`src/rtl/wdog_pkg.sv`:
```
package wdog_pkg;
  typedef enum logic [1:0] {
    SEL_RELOAD = 2'b00,
    SEL_TRIG_R = 2'b01,
    SEL_TRIG_S = 2'b10,
    SEL_SPARE  = 2'b11
  } wsel_e;
endpackage

```
`src/rtl/wdog_seq.sv`:
```
module wdog_seq
  import wdog_pkg::*;
(
  input  logic  clk,
  input  logic  rst,
  input  logic  wr_en,
  input  wsel_e wr_sel,
  output logic  accept
);
  logic armed;

  // Armed only by a first-trigger write; any other write disarms.
  always_ff @(posedge clk) begin
    if (rst)        armed <= 1'b0;
    else if (wr_en) armed <= (wr_sel == SEL_TRIG_R);
  end

  assign accept = wr_en && (wr_sel == SEL_TRIG_S) && armed;
endmodule

```
`src/rtl/wdog_prescale.sv`:
```
module wdog_prescale #(
  parameter int PRE_DIV = 24,
  parameter int EXT_DIV = 16
) (
  input  logic clk,
  input  logic rst,
  input  logic clr,
  input  logic en,
  input  logic long_sel,
  output logic tick
);
  localparam int PW = (PRE_DIV > 1) ? $clog2(PRE_DIV) : 1;
  localparam int EW = (EXT_DIV > 1) ? $clog2(EXT_DIV) : 1;
  localparam logic [PW-1:0] PRE_LAST = PW'(PRE_DIV - 1);
  localparam logic [EW-1:0] EXT_LAST = EW'(EXT_DIV - 1);

  logic [PW-1:0] pre_q;
  logic [EW-1:0] ext_q;
  logic          pre_wrap;

  assign pre_wrap = en && (pre_q == PRE_LAST);
  assign tick     = pre_wrap && (!long_sel || (ext_q == EXT_LAST));

  always_ff @(posedge clk) begin
    if (rst || clr) begin
      pre_q <= '0;
      ext_q <= '0;
    end else if (en) begin
      pre_q <= pre_wrap ? '0 : pre_q + 1'b1;
      if (pre_wrap)
        ext_q <= (ext_q == EXT_LAST) ? '0 : ext_q + 1'b1;
    end
  end
endmodule

```
`src/rtl/wdog_count.sv`:
```
module wdog_count #(
  parameter int REL_W = 7,
  parameter int LOW_W = 8
) (
  input  logic             clk,
  input  logic             rst,
  input  logic             load,
  input  logic [REL_W-1:0] load_val,
  input  logic             tick,
  output logic             run,
  output logic             expire
);
  localparam int CW = REL_W + LOW_W;

  logic [CW-1:0] cnt_q;

  // Timeout is the tick that would carry out of the all-ones count.
  assign expire = run && tick && (&cnt_q);

  always_ff @(posedge clk) begin
    if (rst) begin
      cnt_q <= '0;
      run   <= 1'b0;
    end else if (load) begin
      cnt_q <= {load_val, {LOW_W{1'b0}}};
      run   <= 1'b1;
    end else if (expire) begin
      cnt_q <= '0;
      run   <= 1'b0;
    end else if (run && tick) begin
      cnt_q <= cnt_q + 1'b1;
    end
  end
endmodule

```
`src/rtl/wdog_core.sv`:
```
module wdog_core
  import wdog_pkg::*;
#(
  parameter int PRE_DIV  = 24,
  parameter int EXT_DIV  = 16,
  parameter int REL_W    = 7,
  parameter int LOW_W    = 8,
  parameter int HOLD_CYC = 4
) (
  input  logic             clk,
  input  logic             rst,
  input  logic             wr_en,
  input  logic [1:0]       wr_sel,
  input  logic [REL_W:0]   wr_data,
  output logic             rst_req,
  output logic             wd_flag
);
  localparam int HW = (HOLD_CYC > 1) ? $clog2(HOLD_CYC) : 1;
  localparam logic [HW-1:0] HOLD_LAST = HW'(HOLD_CYC - 1);

  wsel_e          sel;
  logic           accept;
  logic           tick;
  logic           run;
  logic           expire;
  logic [REL_W:0] rel_q;
  logic           long_q;
  logic [HW-1:0]  hold_q;

  assign sel = wsel_e'(wr_sel);

  wdog_seq u_seq (
    .clk    (clk),
    .rst    (rst),
    .wr_en  (wr_en),
    .wr_sel (sel),
    .accept (accept)
  );

  wdog_prescale #(.PRE_DIV(PRE_DIV), .EXT_DIV(EXT_DIV)) u_pre (
    .clk      (clk),
    .rst      (rst),
    .clr      (accept),
    .en       (run),
    .long_sel (long_q),
    .tick     (tick)
  );

  wdog_count #(.REL_W(REL_W), .LOW_W(LOW_W)) u_cnt (
    .clk      (clk),
    .rst      (rst),
    .load     (accept),
    .load_val (rel_q[REL_W-1:0]),
    .tick     (tick),
    .run      (run),
    .expire   (expire)
  );

  // Reload register; its prescale bit is captured only on a refresh.
  always_ff @(posedge clk) begin
    if (rst) begin
      rel_q  <= '0;
      long_q <= 1'b0;
    end else begin
      if (wr_en && sel == SEL_RELOAD) rel_q <= wr_data;
      if (accept)                     long_q <= rel_q[REL_W];
    end
  end

  // Reset request pulse of fixed length and sticky cause flag.
  always_ff @(posedge clk) begin
    if (rst) begin
      rst_req <= 1'b0;
      hold_q  <= '0;
      wd_flag <= 1'b0;
    end else if (expire) begin
      rst_req <= 1'b1;
      hold_q  <= '0;
      wd_flag <= 1'b1;
    end else if (rst_req) begin
      if (hold_q == HOLD_LAST) rst_req <= 1'b0;
      hold_q <= hold_q + 1'b1;
    end
  end
endmodule

```
`config.mk`:
```
export PLATFORM = sky130hd
export DESIGN_NAME = wdog_core
export DESIGN_NICKNAME = d
export VERILOG_FILES = /design/src/rtl/wdog_pkg.sv /design/src/rtl/wdog_seq.sv /design/src/rtl/wdog_prescale.sv /design/src/rtl/wdog_count.sv /design/src/rtl/wdog_core.sv
export SDC_FILE = /design/constraint.sdc
export NUM_CORES = 1
export LEC_CHECK = 0
export BUFFER_PORTS_ARGS = -buffer_cell sky130_fd_sc_hd__buf_4
export CAP_MARGIN = 20
export CORE_MARGIN = 2
export CORE_UTILIZATION = 50
export DETAILED_ROUTE_END_ITERATION = 7
export PLACE_DENSITY = 0.71
export SYNTH_ARGS = -nofsm -noshare
export SYNTH_HDL_FRONTEND = slang
export SYNTH_HIERARCHICAL = 1
export SYNTH_SLANG_ARGS = --single-unit
export TNS_END_PERCENT = 20
```
`constraint.sdc`:
```
create_clock -name clk -period 2.05 [get_ports clk]
set_input_delay 0.205 -clock clk [delete_from_list [all_inputs] [get_ports clk]]
set_output_delay 0.205 -clock clk [all_outputs]
set_load 0.01 [all_outputs]
```
==> results of run 1 <==
-- cell type report --
class                      count  area (um2)
clock buffer                   6       72.57
clock inverter                 2       12.51
inverter                       3       11.26
multi-input combinational    157        1051
fill                         346        1411
tap                           48       60.06
timing repair buffer          27       202.7
sequential                    39       784.5
-- registers in the layout, summed over array words and instances, names as in the netlist --
signal,flops
u_cnt/cnt_q,15
rel_q,8
u_pre/pre_q,5
u_pre/ext_q,4
hold_q,2
long_q,1
rst_req,1
u_cnt/run,1
u_seq/armed,1
wd_flag,1
-- worst max-delay path, cell delays in order (launching register included) --
cell      delay, ns
dfxtp_2        0.35
ha_2           0.19
and3_4         0.19
nand2_2        0.06
a21oi_2        0.13
buf_4          0.13
nand2_1        0.05
or4_1          0.53
o211ai_1       0.11
a221oi_1       0.10
-- routing by layer --
metal	track usage, %	routed length [um]	vias up	part of all wire, %
met4	6.649	41	0	1.2
met5	0	0	-	0
met1	23.89	1811	698	52
met2	27.19	1519	24	43
met3	5.556	130	5	3.7
li1	-	-	782	-
-- repair_timing --
| action | CTS | global route |
|---|---|---|
| resized for setup | 0 | 7 |
| setup endpoints to repair | 2 | 7 |
| buffers inserted | 1 | 2 |
| pin swaps | 0 | 1 |
-- worst min path at each step --
stage,to,depth (start not counted)
floorplan,u_seq/armed,1
global placement,rel_q[5],2
detailed placement,rel_q[6],2
CTS,rel_q[0],3
global route,rel_q[6],3
finish,rel_q[0],3
-- cells by family (layout without fill, tap and decap cells) --
family | count (synthesis) | in the layout | share of synthesized area [%]
compound gates | 30 | 30 | 10.04
xor+xnor | 15 | 15 | 7.076
fa+ha+maj | 4 | 4 | 2.696
buf+inv | 9 | 38 | 2.291
flops | 39 | 39 | 42.05
mux | 11 | 11 | 5.930
simple gates | 97 | 97 | 29.92
-- synth_stat cells (all sizes together), types with 4 or more instances --
| master | count |
|---|---|
| dfxtp | 39 |
| nand4 | 8 |
| xnor2 | 7 |
| mux2i | 11 |
| nand3 | 8 |
| ha | 4 |
| xor2 | 8 |
| nor2 | 20 |
| a21oi | 13 |
| nand2b | 20 |
| o21ai | 6 |
| nand2 | 13 |
| nor3 | 6 |
-- power groups by stage --
| stage | combinational (W) | sequential (W) | clock, W |
|---|---|---|---|
| 6_report | 0.0000630 | 0.000769 | 0.000502 |
| 5_1_grt | 0.0000696 | 0.000770 | 0.000559 |
| 4_1_cts | 0.0000636 | 0.000769 | 0.000515 |
| 3_5_place_dp | 0.0000635 | 0.000787 | 0 |
| 3_3_place_gp | 0.0000631 | 0.000786 | 0 |
| 2_1_floorplan | 0.0000364 | 0.000786 | 0 |
-- through the flow --
stage          setup TNS (ns)  instance area (um2)  utilization [%]   power, W  hold slack [ns]
3_5_place_dp        -0.004731                 2071            57.43  0.0008501           0.4631
5_1_grt             -0.001834                 2195            60.86   0.001398           0.1698
3_3_place_gp                0                 2071            57.43  0.0008495           0.4599
4_1_cts                     0                 2163            59.99   0.001348           0.1707
6_report                    0                 2195            60.86   0.001334           0.1777
2_1_floorplan               0                 1862                -  0.0008223           0.2674
==> run_results.csv, run 1 <==
group,metric,value,unit
floorplanning,io_pins,15,
cts,clkTransAtPathRegs,0.08,ns
global_route,grt_max_degree,33,
floorplanning,dieArea,4217,um2
routing,drt_wl_total,3.502,mm
critical_path,path_max_fanout,3,
power,ir_drop,0.4990,mV
timing,fmax,508.9,MHz
cts,htree_levels,2,
placed_design,placed_cells,271,
power,pwr-share-clk,37.7,%
timing,tightestPinTransition,0.3384,ns
yosys,synth_area,1857,um2
power,power.switching,0.0002983,W
cts,clock-sinks,39,
power,power_density,608.0,nW/um2
yosys,synthArstFlopShare,0,%
routing,drt.antenna.violating_nets,0,
timing,fin_ws,0.08514,ns
cts,clk_latency,0.29,ns
job,drv_cap,0,
floorplanning,die_h,64.94,um
timing,slew_headroom,77.24,%
yosys,synthTopCellsByArea,"dfxtp_1 (42%), nand2b_1 (6.7%), mux2i_1 (5.9%)",
placed_design,port_buffers,14,
critical_path,critPathLaunchType,"flop",
critical_path,r2r-start,"u_pre/pre_q[1]",
timing,finalMaxSlewViolations,0,
timing,finalHoldViolCount,0,
critical_path,rrSetupSlack,0.09,ns
yosys,ys_types,45,
finish,final_common_cell,"dfxtp_1",
floorplanning,fp.dieW,64.94,um
power,leakage,0.7614,nW
placed_design,gp_congestion,0.8200,
yosys,postSynthAreaPerCell,9.057,um2
min_path,hold_start,"wr_data[0]",
cts,cts_tree,"yes",
floorplanning,initial_core_util,51.49,%
cts,hold_buffers,0,
floorplanning,rows,22,
global_route,grt_pass1_wl,5.927,mm
finish,fin_nets,250,
floorplanning,core,3606,um2
routing,drtIter0Drc,47,
placed_design,hpwl,2.389,mm
placed_design,preCtsSetupSlack,-0.004731,ns
power,power_frac_comb,4.7,%
yosys,yosysWarnings,6,
timing,finClkSkew,0.002984,ns
finish,num_antenna_cells,0,
routing,drt_drc_violations_left,0,
yosys,synthFlopType,"dfxtp_1",
cts,cts_buffers,5,
critical_path,crit_end,"u_cnt/cnt_q[9]",
global_route,grt_use_total,17.94,%
yosys,syn_inst,205,
finish,stdcell_count,282,
power,seqPwrFrac,57.6,%
yosys,synth_edf_count,0,
yosys,synth_top_area_share,42.05,%
critical_path,end_kind,"flop",
yosys,syn_nets,222,
routing,wl_per_cell,12.42,um
timing,min_period,1.965,ns
critical_path,worst_ep_arrival_time,2.13,ns
critical_path,crit_start,"u_pre/pre_q[1]",
critical_path,r2r-end,"u_cnt/cnt_q[9]",
global_route,grt.overflow.total,0,
critical_path,path_class,"reg -> reg",
yosys,synth_top_area_cell,"dfxtp_1",
global_route,antenna_found_initial,0,
yosys,yosys_register_bits,39,
finish,drive_above_1_share,21.79,%
min_path,hp-class,"in -> reg",
routing,vias,1509,
power,p_int,0.001036,W
critical_path,reg2reg_depth,9,
finish,final_cell_mix,"dfxtp_1 (36), buf_4 (27), nand2b_1 (20), nor2_1 (19), nand2_1 (12)",
status,status,"finished, final reports clean",
routing,dr.pass1.iters,4,
finish,syn2layout_area_growth,18.19,%
timing,finalCritPeriodShare,95.85,%
timing,setup_viol,0,
cts,cts_root_buffer,"clkbuf_8",
yosys,synth-seq-area-share,42.05,%
critical_path,cp.required,2.21,ns
cts,cts_max_path_buffers,2,
routing,vias_per_cell,5.351,
power,switching_share,22.36,%
global_route,grt_pass1_vias,1349,
Note: power is estimated with default switching activity, not from simulation.
==> inputs of run 2 (changes only) <==
- CTS_CLUSTER_SIZE: unset -> 25
- REMOVE_ABC_BUFFERS: unset -> 1
- SETUP_SLACK_MARGIN: unset -> 0.02
==> run 2 against run 1 <==
  * Cell area up 2.2%
  * Hold slack worse by 0.0044 ns
  * Total power up 19%
  * Clock skew up 0.0036 ns
  * Sequential share of layout area down 0.70 points
  * Largest cell class unchanged
  * Critical endpoint is now u_cnt/cnt_q[14]
  * Register-to-register slack better by 0.02 ns
  * First-iteration DRC count up 30%
  * Utilization up 1.3 points
  * Clock-buffer cell count unchanged
==> run_results.csv, run 2 (synthesis results as in run 1) <==
group,metric,value,unit
status,status,"finished, final reports clean",
min_path,hp-class,"in -> reg",
routing,vias,1494,
floorplanning,dieArea,4217,um2
critical_path,critPathLaunchType,"flop",
finish,syn2layout_area_growth,20.75,%
floorplanning,core,3606,um2
timing,fmax,515.0,MHz
finish,final_cell_mix,"dfxtp_1 (35), buf_4 (27), nand2b_1 (20), nor2_1 (20), nand2_1 (13)",
timing,min_period,1.942,ns
cts,cts_tree,"yes",
finish,num_antenna_cells,0,
floorplanning,rows,22,
cts,cts_root_buffer,"clkbuf_8",
placed_design,port_buffers,14,
finish,fin_area,2242,um2
power,power_density,705.8,nW/um2
routing,drt_wl_total,3.378,mm
finish,stdcell_count,282,
critical_path,path_max_fanout,6,
timing,finalMaxSlewViolations,0,
finish,largest_register,"u_cnt/cnt_q",
job,drv_cap,0,
cts,clk_latency,0.29,ns
placed_design,gp_congestion,0.7953,
critical_path,worst_ep_arrival_time,2.15,ns
cts,clkTransAtPathRegs,0.08,ns
cts,clock-sinks,39,
global_route,grt_most_used_layer,"met2",
global_route,grt.overflow.total,0,
finish,final_common_cell,"dfxtp_1",
timing,finalHoldViolCount,0,
routing,drtIter0Drc,61,
floorplanning,io_pins,15,
finish,largest_register_ffs,15,
cts,cts_max_path_buffers,2,
finish,fin_nets,250,
timing,fin_hold_ws,0.1734,ns
cts,hold_buffers,0,
timing,tightestPinTransition,0.3279,ns
finish,fill_cells,316,
timing,slew_headroom,77.94,%
finish,multi_input_area,1050,um2
placed_design,placed_area,2073,um2
global_route,grt_pass1_wl,5.968,mm
cts,htree_levels,2,
timing,setup_viol,0,
finish,final_util,62.18,%
finish,drive_above_1_share,21.79,%
global_route,grtUsageMet1,23.61,%
global_route,met3_usage,5.208,%
routing,drt_drc_violations_left,0,
finish,biggestRegsByFlops,"u_cnt/cnt_q: 15 flops, rel_q: 8 flops, u_pre/pre_q: 5 flops",
placed_design,hpwl,2.338,mm
routing,vias_per_cell,5.298,
global_route,grt_pass1_vias,1366,
routing,wl_per_cell,11.98,um
placed_design,placed_cells,272,
global_route,grtUsageMet2,28.74,%
timing,rsz0062_at_grt,"true",
routing,drt.antenna.violating_nets,0,
timing,finalCritPeriodShare,94.72,%
timing,finClkSkew,0.006617,ns
critical_path,path_class,"reg -> reg",
global_route,grt_use_total,18.28,%
floorplanning,fp.dieW,64.94,um
floorplanning,initial_core_util,51.49,%
global_route,grt_max_degree,33,
critical_path,end_kind,"flop",
routing,dr.pass1.iters,6,
critical_path,cp.required,2.25,ns
finish,seq_area,785.8,um2
power,ir_drop,0.5129,mV
floorplanning,die_h,64.94,um
global_route,antenna_found_initial,0,
cts,cts_buffers,5,
timing,setup_tns,0,ns
power,leakage,0.7839,nW
-- run 2: per-layer routing --
metal	vias up	wire [um]
met5	-	0
met2	20	1513
met4	0	57
li1	789	-
met1	680	1697
met3	5	110
-- run 2: what timing repair did --
action / in CTS / in global routing
buffers inserted: 0 / 2
resized for setup: 0 / 9
endpoints found under the setup margin: 0 / 16
-- run 2: final cells by class --
class / count / area share, %
clock buffer: 6 / 3.237
clock inverter: 2 / 2.679
inverter: 3 / 0.5022
multi-input combinational: 157 / 46.82
sequential: 39 / 35.04
tap: 48 / 2.679
timing repair buffer: 27 / 9.040
-- run 2: power by group --
group          switching (W)  internal, W
registers         0.00000453     0.000764
logic              0.0000292    0.0000340
clock network       0.000264     0.000486
total               0.000298      0.00128
-- run 2: critical path: stages (launching register included) --
cell	delay, ns
dfxtp_2	0.35
ha_2	0.17
and3_1	0.17
nand2_1	0.08
a21oi_2	0.13
and4_4	0.26
nand3_4	0.10
or3_1	0.36
a311oi_1	0.25
-- run 2: final timing paths --
check	endpoint	startpoint	cells after the start	slack [ns]
setup / recovery	u_cnt/cnt_q[14]	u_pre/pre_q[1]	8	0.11
hold / removal	rel_q[5]	wr_data[5]	3	0.17
setup reg to reg	u_cnt/cnt_q[14]	u_pre/pre_q[1]	8	0.11
hold reg to reg	wd_flag	wd_flag	2	0.47
-- run 2: stage by stage --
| step | power (W) | setup WS, ns |
|---|---|---|
| final | 0.001582 | 0.1082 |
| after global routing | 0.001642 | 0.009103 |
| after CTS | 0.001599 | 0.02650 |
| after detailed placement | 0.0008500 | 0.04189 |
| after global placement | 0.0008494 | 0.09979 |
| after floorplan | 0.0008145 | -0.06629 |
==> inputs of run 3 (changes only) <==
- CAP_MARGIN: 20 -> 10
- CTS_CLUSTER_SIZE: 25 -> 24
- REMOVE_ABC_BUFFERS: 1 -> unset
==> run 3 against run 2 <==
  * Non-clock buffer count did not move
  * Sequential cell count unchanged
  * Fmax down 0.53%
  * Clock skew down 0.0043 ns
  * Largest cell class unchanged
==> run_results.csv, run 3 (synthesis results as in run 1) <==
group,metric,value,unit
finish,fill_cells,307,
finish,final_cell_mix,"dfxtp_1 (35), buf_4 (27), nand2b_1 (20), nor2_1 (19), nand2_1 (13)",
routing,drtIter0Drc,74,
finish,final_common_cell,"dfxtp_1",
timing,setup_viol,0,
routing,drt_wl_total,3.499,mm
floorplanning,dieArea,4217,um2
power,power_density,656.2,nW/um2
finish,biggestRegsByFlops,"u_cnt/cnt_q: 15 flops, rel_q: 8 flops, u_pre/pre_q: 5 flops",
critical_path,r2r-start,"u_pre/ext_q[0]",
critical_path,cp.required,2.21,ns
placed_design,port_buffers,14,
timing,finalHoldViolCount,0,
timing,finalCritPeriodShare,95.23,%
timing,setup_tns,0,ns
power,ir_drop,0.4728,mV
min_path,hold_start,"wr_data[7]",
finish,fin_nets,250,
floorplanning,rows,22,
finish,syn2layout_area_growth,21.43,%
floorplanning,fp.dieW,64.94,um
cts,cts_root_buffer,"clkbuf_8",
global_route,grt_max_degree,33,
routing,met2_length,1.625,mm
routing,wl_per_cell,12.41,um
power,leakage,0.7819,nW
floorplanning,io_pins,15,
finish,largest_register_ffs,15,
timing,fin_hold_ws,0.1818,ns
job,drv_cap,0,
floorplanning,core,3606,um2
critical_path,critPathLaunchType,"flop",
floorplanning,die_h,64.94,um
finish,largest_register,"u_cnt/cnt_q",
routing,drt_drc_violations_left,0,
cts,clock-sinks,39,
critical_path,crit_start,"u_pre/ext_q[0]",
cts,hold_buffers,0,
routing,vias,1515,
placed_design,gp_congestion,0.8051,
routing,vias_per_cell,5.372,
cts,cts_tree,"yes",
critical_path,path_class,"reg -> reg",
cts,cts_max_path_buffers,2,
status,status,"finished, final reports clean",
timing,fmax,512.3,MHz
timing,finClkSkew,0.002333,ns
cts,cts_buffers,5,
timing,rsz0062_at_grt,"true",
timing,slew_headroom,76.33,%
routing,route.met3.wl,139,um
critical_path,worst_ep_arrival_time,2.11,ns
routing,drt-met1-wl,1.686,mm
global_route,antenna_found_initial,0,
global_route,grt_use_total,18.49,%
global_route,grt.overflow.total,0,
cts,clkTransAtPathRegs,0.07,ns
power,power,0.001480,W
routing,top_layer,"met4",
timing,tightestPinTransition,0.3546,ns
global_route,grt_pass1_vias,1378,
timing,finalMaxSlewViolations,0,
min_path,hp-class,"in -> reg",
timing,min_period,1.952,ns
finish,num_antenna_cells,0,
finish,multi_input_area,1077,um2
routing,drt.antenna.violating_nets,0,
finish,drive_above_1_share,23.93,%
cts,clk_latency,0.28,ns
routing,dr.pass1.iters,4,
cts,htree_levels,2,
finish,seq_area,785.8,um2
critical_path,path_max_fanout,5,
placed_design,hpwl,2.454,mm
global_route,grt_pass1_wl,5.982,mm
critical_path,end_kind,"flop",
floorplanning,initial_core_util,51.49,%
[run 3: cell count changes in the layout (fill, tap and decap cells not counted), sizes merged]
cell    previous run  this run
clkinv             0         1
bufinv             2         1
[run 3: area by class of cell]
class | count | share of cell area (%)
Tap cell | 48 | 2.664
Clock inverter | 2 | 1.554
Clock buffer | 6 | 3.663
Multi-Input combinational cell | 157 | 47.78
Inverter | 3 | 0.4994
Sequential cell | 39 | 34.85
Timing Repair Buffer | 27 | 8.990
[run 3: final timing paths]
| kind | endpoint | slack, ns | cells past startpoint |
|---|---|---|---|
| hold reg to reg | rel_q[6] | 0.48 | 2 |
| hold / removal | rel_q[7] | 0.18 | 3 |
| setup reg to reg | u_cnt/cnt_q[9] | 0.1 | 7 |
| setup / recovery | u_cnt/cnt_q[9] | 0.1 | 7 |
[run 3: report_power, final]
group	total [W]	internal [W]	switching, W	leakage, nW
Clock	0.000647	0.000393	0.000254	0.0612
Combinational	0.0000631	0.0000341	0.0000290	0.404
Sequential	0.000769	0.000765	0.00000448	0.317
Total	0.00148	0.00119	0.000287	0.782
[run 3: through the flow]
| step | util, % | setup slack [ns] | cell area (um2) | cells |
|---|---|---|---|---|
| final | 62.53 | 0.09785 | 2255 | 282 |
| after global routing | 62.53 | 0.01052 | 2255 | 282 |
| after CTS | 60.90 | 0.02558 | 2196 | 279 |
| after detailed placement | 57.56 | 0.03230 | 2076 | 271 |
| after global placement | 57.56 | 0.1079 | 2076 | 271 |
| after floorplan | - | 0.04013 | 1867 | 205 |
[run 3: layer usage]
layer  vias to the layer above  GRT usage [%]
li1                        785              -
met1                       694          23.65
met2                        31          29.77
met3                         5          5.729
met4                         0          5.585
met5                         -              0
[run 3: what timing repair did]
action,4_1_cts,5_1_grt
resized for setup,1,10
endpoints found under the setup margin,1,9
cloned,0,0
buffers inserted,0,3
pin swaps,0,4
[run 3: worst max-delay path: stages, from the launching register on]
cell      delay (ns)
dfxtp_2         0.36
ha_2            0.20
nand3_1         0.15
a21oi_2         0.21
nand2_1         0.10
or4_1           0.55
o211ai_1        0.14
a221oi_1        0.12
